`src/rtl/spi_eng_pkg.sv`:
```
package spi_eng_pkg;
  typedef enum logic {ST_IDLE = 1'b0, ST_BUSY = 1'b1} eng_state_e;

  typedef struct packed {
    logic wr;
    logic rd;
    logic pkt;
  } xfer_op_t;
endpackage

```
`src/rtl/spi_eng_rst_sync.sv`:
```
module spi_eng_rst_sync (
  input  logic clk,
  input  logic rst_n,
  output logic rst_sync_n
);
  logic [1:0] sync_q;

  always_ff @(posedge clk or negedge rst_n) begin
    if (!rst_n) sync_q <= 2'b00;
    else        sync_q <= {sync_q[0], 1'b1};
  end

  assign rst_sync_n = sync_q[1];
endmodule

```
`src/rtl/spi_eng_ctrl.sv`:
```
module spi_eng_ctrl
  import spi_eng_pkg::*;
#(
  parameter int DATA_W = 8
) (
  input  logic              clk,
  input  logic              rst_n,
  input  logic              send_req,
  input  logic              read_req,
  input  logic              init_mode,
  input  logic [DATA_W-1:0] wr_data,
  input  logic              cs_n,
  input  logic              flush,
  output logic              busy,
  output logic              load_pend,
  output xfer_op_t          op,
  output logic [DATA_W-1:0] wr_hold,
  output logic              sclk_en
);
  eng_state_e        st_q, st_d;
  logic              ld_q, ld_d;
  xfer_op_t          op_q, op_d;
  logic [DATA_W-1:0] hold_q;
  logic              accept;
  logic              sclk_en_q;

  assign accept = (st_q == ST_IDLE) && (send_req || read_req);

  always_comb begin
    st_d = st_q;
    ld_d = 1'b0;
    op_d = op_q;
    case (st_q)
      ST_IDLE: begin
        if (accept) begin
          st_d     = ST_BUSY;
          ld_d     = 1'b1;
          op_d.pkt = init_mode;
          op_d.rd  = !init_mode && read_req;
          op_d.wr  = !init_mode && !read_req;
        end
      end
      default: begin
        if (!ld_q && cs_n && !flush) st_d = ST_IDLE;
      end
    endcase
  end

  always_ff @(posedge clk or negedge rst_n) begin
    if (!rst_n) begin
      st_q      <= ST_IDLE;
      ld_q      <= 1'b0;
      op_q      <= '0;
      sclk_en_q <= 1'b0;
    end else begin
      st_q      <= st_d;
      ld_q      <= ld_d;
      op_q      <= op_d;
      sclk_en_q <= !cs_n;
    end
  end

  always_ff @(posedge clk or negedge rst_n) begin
    if (!rst_n)      hold_q <= '0;
    else if (accept) hold_q <= wr_data;
  end

  assign busy      = (st_q == ST_BUSY);
  assign load_pend = ld_q;
  assign op        = op_q;
  assign wr_hold   = hold_q;
  assign sclk_en   = sclk_en_q;


  busy_exit_chk: assert property (@(posedge clk) disable iff (!rst_n)
    $fell(busy) |-> (cs_n && !flush));


  load_from_idle_chk: assert property (@(posedge clk) disable iff (!rst_n)
    $rose(load_pend) |-> $past(!busy));
endmodule

```
`src/rtl/spi_eng_datapath.sv`:
```
module spi_eng_datapath
  import spi_eng_pkg::*;
#(
  parameter int DATA_W = 8,
  parameter int ADDR_W = 4
) (
  input  logic                     clk,
  input  logic                     rst_n,
  input  logic                     load,
  input  xfer_op_t                 op,
  input  logic [DATA_W-1:0]        wr_hold,
  input  logic                     miso,
  output logic                     cs_n,
  output logic                     flush,
  output logic [DATA_W+ADDR_W-1:0] shreg
);
  localparam int PW = DATA_W + ADDR_W;
  localparam int CW = $clog2(PW + 1);

  logic [CW-1:0] cnt_q, cnt_d;
  logic [PW-1:0] sh_q, sh_d, sh_norm, sh_pkt;
  logic          cs_q, cs_d, fl_q, fl_d, stg_q, stg_d;
  logic          in_bit;

  assign in_bit = op.pkt ? miso : (op.rd ? stg_q : 1'b0);

  for (genvar i = 0; i < PW; i++) begin : g_shift
    if (i == PW - 1) begin : g_top
      assign sh_pkt[i] = in_bit;
    end else begin : g_mid
      assign sh_pkt[i] = sh_q[i+1];
    end
    if (i == DATA_W - 1) begin : g_ins
      assign sh_norm[i] = in_bit;
    end else if (i < DATA_W - 1) begin : g_low
      assign sh_norm[i] = sh_q[i+1];
    end else begin : g_keep
      assign sh_norm[i] = sh_q[i];
    end
  end

  always_comb begin
    cnt_d = cnt_q;
    sh_d  = sh_q;
    cs_d  = cs_q;
    fl_d  = fl_q;
    stg_d = stg_q;
    if (load) begin
      cnt_d = op.pkt ? CW'(PW) : CW'(DATA_W);
      cs_d  = 1'b0;
      fl_d  = 1'b0;
      if (op.wr) sh_d = {sh_q[PW-1:DATA_W], wr_hold};
    end else if (!cs_q) begin
      if (op.rd) stg_d = miso;
      sh_d  = op.pkt ? sh_pkt : sh_norm;
      cnt_d = cnt_q - CW'(1);
      if (cnt_q == CW'(1)) begin
        cs_d = 1'b1;
        fl_d = op.rd;
      end
    end else if (fl_q) begin
      sh_d = sh_norm;
      fl_d = 1'b0;
    end
  end

  always_ff @(negedge clk or negedge rst_n) begin
    if (!rst_n) begin
      cnt_q <= '0;
      sh_q  <= '0;
      cs_q  <= 1'b1;
      fl_q  <= 1'b0;
      stg_q <= 1'b0;
    end else begin
      cnt_q <= cnt_d;
      sh_q  <= sh_d;
      cs_q  <= cs_d;
      fl_q  <= fl_d;
      stg_q <= stg_d;
    end
  end

  assign cs_n  = cs_q;
  assign flush = fl_q;
  assign shreg = sh_q;


  cnt_range_chk: assert property (@(negedge clk) disable iff (!rst_n)
    cnt_q <= CW'(PW));


  cs_close_chk: assert property (@(negedge clk) disable iff (!rst_n)
    (!cs_q && !load && cnt_q == CW'(1)) |=> cs_q);
endmodule

```
`src/rtl/spi_shift_engine.sv`:
```
module spi_shift_engine
  import spi_eng_pkg::*;
#(
  parameter int DATA_W = 8,
  parameter int ADDR_W = 4
) (
  input  logic                     clk,
  input  logic                     rst_n,
  input  logic                     send_req,
  input  logic                     read_req,
  input  logic                     init_mode,
  input  logic [DATA_W-1:0]        wr_data,
  input  logic                     miso,
  output logic                     sclk,
  output logic                     mosi,
  output logic                     cs_n,
  output logic [DATA_W+ADDR_W-1:0] buffer,
  output logic                     busy
);
  localparam int PW = DATA_W + ADDR_W;

  logic              rst_int_n;
  logic              load_pend, flush, sclk_en;
  xfer_op_t          op;
  logic [DATA_W-1:0] wr_hold;
  logic [PW-1:0]     shreg;

  spi_eng_rst_sync i_rst_sync (
    .clk        (clk),
    .rst_n      (rst_n),
    .rst_sync_n (rst_int_n)
  );

  spi_eng_ctrl #(.DATA_W(DATA_W)) i_ctrl (
    .clk       (clk),
    .rst_n     (rst_int_n),
    .send_req  (send_req),
    .read_req  (read_req),
    .init_mode (init_mode),
    .wr_data   (wr_data),
    .cs_n      (cs_n),
    .flush     (flush),
    .busy      (busy),
    .load_pend (load_pend),
    .op        (op),
    .wr_hold   (wr_hold),
    .sclk_en   (sclk_en)
  );

  spi_eng_datapath #(.DATA_W(DATA_W), .ADDR_W(ADDR_W)) i_dp (
    .clk     (clk),
    .rst_n   (rst_int_n),
    .load    (load_pend),
    .op      (op),
    .wr_hold (wr_hold),
    .miso    (miso),
    .cs_n    (cs_n),
    .flush   (flush),
    .shreg   (shreg)
  );

  assign sclk   = sclk_en & ~clk;
  assign mosi   = op.wr & ~cs_n & shreg[0];
  assign buffer = shreg;


  mosi_idle_chk: assert property (@(posedge clk) disable iff (!rst_int_n)
    cs_n |-> !mosi);


  sclk_idle_chk: assert property (@(posedge clk) disable iff (!rst_int_n)
    (cs_n && $past(cs_n)) |-> !sclk);
endmodule

```
`config.mk`:
```
export PLATFORM = sky130hd
export DESIGN_NAME = spi_shift_engine
export DESIGN_NICKNAME = d
export VERILOG_FILES = /design/src/rtl/spi_eng_pkg.sv /design/src/rtl/spi_eng_rst_sync.sv /design/src/rtl/spi_eng_ctrl.sv /design/src/rtl/spi_eng_datapath.sv /design/src/rtl/spi_shift_engine.sv
export SDC_FILE = /design/constraint.sdc
export NUM_CORES = 1
export LEC_CHECK = 0
export BUFFER_PORTS_ARGS = -buffer_cell sky130_fd_sc_hd__buf_2
export CAP_MARGIN = 0
export CORE_ASPECT_RATIO = 0.6
export CORE_MARGIN = 10
export CORE_UTILIZATION = 40
export CTS_BUF_LIST = sky130_fd_sc_hd__clkbuf_2 sky130_fd_sc_hd__clkbuf_4 sky130_fd_sc_hd__clkbuf_8
export CTS_CLUSTER_SIZE = 20
export DETAILED_ROUTE_END_ITERATION = 8
export PLACE_DENSITY = 0.69
export SKIP_LAST_GASP = 1
export SLEW_MARGIN = 10
export SYNTH_ARGS = -nofsm -noshare
export SYNTH_HDL_FRONTEND = slang
export SYNTH_SLANG_ARGS = --single-unit
```
`constraint.sdc`:
```
create_clock -name clk -period 2.35 [get_ports clk]
set_input_delay 0.5875 -clock clk [delete_from_list [all_inputs] [get_ports clk]]
set_output_delay 0.5875 -clock clk [all_outputs]
set_load 0.05 [all_outputs]
```
# Word level (Yosys, flattened, before mapping)
# Cells that the tools add are included.
[word_totals]
regBits = 35
word_cells = 62
[op_classes]
addsub = 1
n_reduce_logical = 16
bitwise_logic = 7
n_eq_ne = 4
n_mux = 20
[ops]
columns = ["op", "n"]
rows = [
  ["$mux 12", 3],
  ["$mux 8", 2],
  ["$mux 1", 12],
  ["$mux 4", 2],
  ["$reduce_and 3->1", 2],
  ["$logic_and 1x1->1", 5],
  ["$logic_not 1->1", 5],
  ["$eq 4x1->1 const B", 1],
  ["$ne 2x2->1 const B", 2],
  ["$not 1->1", 4],
  ["$reduce_and 2->1", 2],
  ["$sub 4x1->4 const B", 1],
  ["$and 1x1->1", 3],
  ["$mux 3", 1],
  ["$ne 3x3->1 const B", 1],
  ["$reduce_bool 3->1", 1],
  ["$logic_or 1x1->1", 1],
]

# Logic depth before layout (Yosys ltp)
[depth]
ltp_word = 5
mapped_depth = 6
depth_no_buf = 5

# Hierarchy
# A second synthesis with hierarchy kept.
[hier_totals]
cells_unflattened = 123
area_unflattened_um2 = 1592.8
[modules_own_cells]
columns = ["mod", "area_each_um2", "cells_per_inst", "seq_area_each_um2", "n_inst"]
rows = [
  ["spi_eng_datapath", 949.7, 83, 476.7, 1],
  ["spi_eng_ctrl", 574.3, 35, 350.3, 1],
  ["spi_eng_rst_sync", 53.8, 3, 50.0, 1],
  ["spi_shift_engine", 15.0, 2, 0.0, 1],
]

==> summary by stage <==
Layout
The commonest non-fill, non-tap cell in the layout is buf_4. The count of nets after finishing is 212. The number of antenna diodes in the final layout is 0. The area growth from synthesis to layout is 53.69%. The final instance area is 2346 µm². After the flow finishes, the layout carries non-filler instances totaling 244. The library cells used most frequently in the layout, excluding fill and tap cells, are 36 x buf_4, 18 x dfrtn_1, 16 x dfrtp_1. The post-route netlist has 57.87% of its cells at a drive strength greater than 1.

The final design utilization is 63.75%.

Power
Power spread over the standard cell area amounts to 1771 nW/µm². The worst-case IR drop observed on VDD is 0.8948 mV. The static leakage is 1.098 nW.

Logic synthesis
The synthesized design contains 0 enable-type register cells. The adder-cell share of the synthesized area is 1.639%. Of the synthesized area, sequential elements account for 57.46%. The number of warning messages in the yosys log is 0. The share of synthesized cell area in and, or, nand and nor gates is 8.934%. The flip-flop cell with the highest count after synthesis is dfrtn_1. By area the synthesized netlist is led by dfrtn_1 30%, dfrtp_1 26%, mux2_2 8.1%. The number of instances in the synthesized netlist is 125. After synthesis, the largest family of logic cells by area is multiplexers. The compound-gate portion of the synthesized area is 8.607%. The post-synth net total is 141. The multiplexer fraction of the synthesized cell area is 16.31%. Of the total synthesized cell area, the portion taken by XOR and XNOR cells is 1.721%. The dominant cell type by area after synthesis is dfrtn_1.

The async set-reset flop share out of synthesis is 100.0%. Each instance of the synthesized netlist takes up on average 12.21 µm². In this run, synthesis produced a sequential element count of 35.

The count of cell types in the netlist is 34. In this run the cell area of the synthesized design comes to 1526 µm². The proportion of netlist area held by the largest area contributor is 29.51%.

Placement
The placed instances occupy a cell area of 1887 µm². The post-DP HPWL is 2638 µm. The total placed cells including tap cells is 216. The count of port buffers added during placement is 29. Prior to clock tree synthesis, the placed netlist has a worst setup slack of -0.3615 ns. The congestion estimate from routability-driven global placement came to 0.7463.

Floorplan
The initial utilization of the core area, before any placement, comes to 41.48%. The number of placed I/O pins is 30. The core region area is 3680 µm². The row count is 17.

In this run the vertical extent of the chip is 67.85 µm. The die covers 6768 µm². The die width is 99.75 µm.

Critical path
At the worst endpoint, the required time is 1.76 ns. The category of cells accounting for the largest share of critical-path delay is flip-flops. The number of buffer and inverter stages on the critical path is 2. In this run the worst path has a maximum fanout of 2.

The endpoint type of the worst setup path is an output port. The largest individual stage delay along the critical path comes from the cell dfstp_2. At the worst endpoint, the arrival time is 2.48 ns. The worst setup path is launched from a flop.

Traced cell by cell, the critical path runs through inv_2, and3_4, buf_8. The worst setup path is of the reg2out kind. The delay contributed by the slowest stage of the critical path is 0.53 ns.

Min path
The path category of the worst min-delay check is reg2async.

Global route
The via count of the first global-routing pass is 1330. Entering global routing, the biggest net connects 15 pins. The initial antenna violation count came to 0. The global-route wire length before repair is 6499 µm. The total global routing track utilization is 13.01%.

The overflow left after global routing is 0.

STA
Clock skew on the completed layout was measured at 0.07402 ns. The max-slew violation total from the final report was 0. The number of hold-slack violations in the final timing report is 0.

The final count of negative-setup-slack endpoints is 28. The smallest setup slack after layout is -0.7194 ns. Setup repair after global routing could not meet its margin everywhere.

In the final timing run, aggregate negative setup slack is -8.683 ns.

Detailed routing
The number of remaining DRC errors is 0. For this block, the via count after detailed routing is 1185. The total detailed-routing wirelength is 3945 µm. Dividing the detail-routed wire length by the instance count gives 16.17 µm. The number of search-and-repair iterations in the first detailed-routing pass is 4. The detailed router finished its first iteration with 37 violations. The routed via count divided by cell count is 4.857. Once detail routing completed, the nets flagged for antenna violations numbered 0.

Status
The flow ran to the end, but the final reports show violations. The final reports fail on negative setup slack.

CTS
Clock latency on the worst-skew pair, taken at its later pin, is 0.46 ns. The CTS tree is built. After clock tree synthesis, the clock-pin slew on the worst setup and hold paths is 0.07 ns.

Job
The tool flagged a number of max-cap violations equal to 0.
## registers in the layout, indices dropped and copies added, names as in the netlist, 2 cells and up
name               count
i_ctrl.wr_hold         8
i_ctrl.op              3
i_dp.cnt_q             4
i_rst_sync.sync_q      2
i_dp.shreg            12
## cells in the mapped netlist (2+ instances only)
cell,number
mux2_1,4
nand2b_1,3
xnor2_1,2
dfrtn_1,18
nor2_1,6
nand2_1,6
a21oi_1,13
buf_6,3
ha_1,2
mux2_2,11
inv_1,7
buf_2,2
a21oi_2,2
dfrtp_1,16
mux2i_1,8
o31ai_1,2
nor2b_1,3
## cell families (layout without fill, tap and decap cells)
group	Yosys count	after routing
flip-flops	35	35
AND/OR/NAND/NOR	26	26
multiplexers	23	23
AO/OA/AOI/OAI	21	21
buffers and inverters	14	86
XOR/XNOR	3	3
adder cells (fa/ha/maj)	2	2
other	1	1
## report_power, final
part	internal [mW]	switching [mW]	total [mW]
clock	0.374	0.318	0.692
combinational	1.15	1.21	2.35
sequential	0.909	0.201	1.11
## metrics by stage
step | power (mW) | hold slack, ns
4_1_cts | 4.030 | 0.1455
3_5_place_dp | 2.970 | 0.1382
3_3_place_gp | 2.908 | 0.1254
6_report | 4.156 | 0.1312
5_1_grt | 4.418 | 0.1734
2_1_floorplan | 2.483 | 0.2919
## routing by layer
layer / up-vias / GRT usage (%) / part of all wire [%]
met5: - / 0 / 0
met4: 0 / 8.719 / 1.8
met3: 9 / 7.035 / 6.3
met2: 33 / 20.02 / 49
met1: 579 / 13.90 / 43
li1: 564 / - / -
## path summary, 6_finish.rpt
kind,start,endpoint,slack (ns),cells after the start
worst max-delay path,i_dp.cs_n,mosi,-0.72,3
worst max register to register,i_dp.cs_n,i_ctrl.busy,-0.33,6
min in group clk,i_rst_sync.sync_q[0],i_rst_sync.sync_q[1],0.35,0
max in group asynchronous,i_rst_sync.sync_q[1],i_dp.shreg[1],0.63,1
worst min-delay path,i_rst_sync.sync_q[1],i_ctrl.op[0],0.13,0
worst min register to register,i_rst_sync.sync_q[1],i_ctrl.op[0],0.13,0
## layout make-up
type,count,area (µm²)
Clock buffer,11,132.6
Clock inverter,2,7.507
Fill cell,287,1334
Inverter,6,22.52
Multi-Input combinational cell,76,693.2
Sequential cell,35,877.1
Tap cell,47,58.81
Timing Repair Buffer,67,554.3
## timing repair
action | CTS | global route
resized for setup | 47 | 7
setup buffers | 11 | 6
hold buffers | 1 | 0
pin swaps | 2 | 1
gates cloned | 0 | 0
setup endpoints to repair | 28 | 28
hold endpoints to repair | 2 | 0
Note: power is estimated with default switching activity, not from simulation.
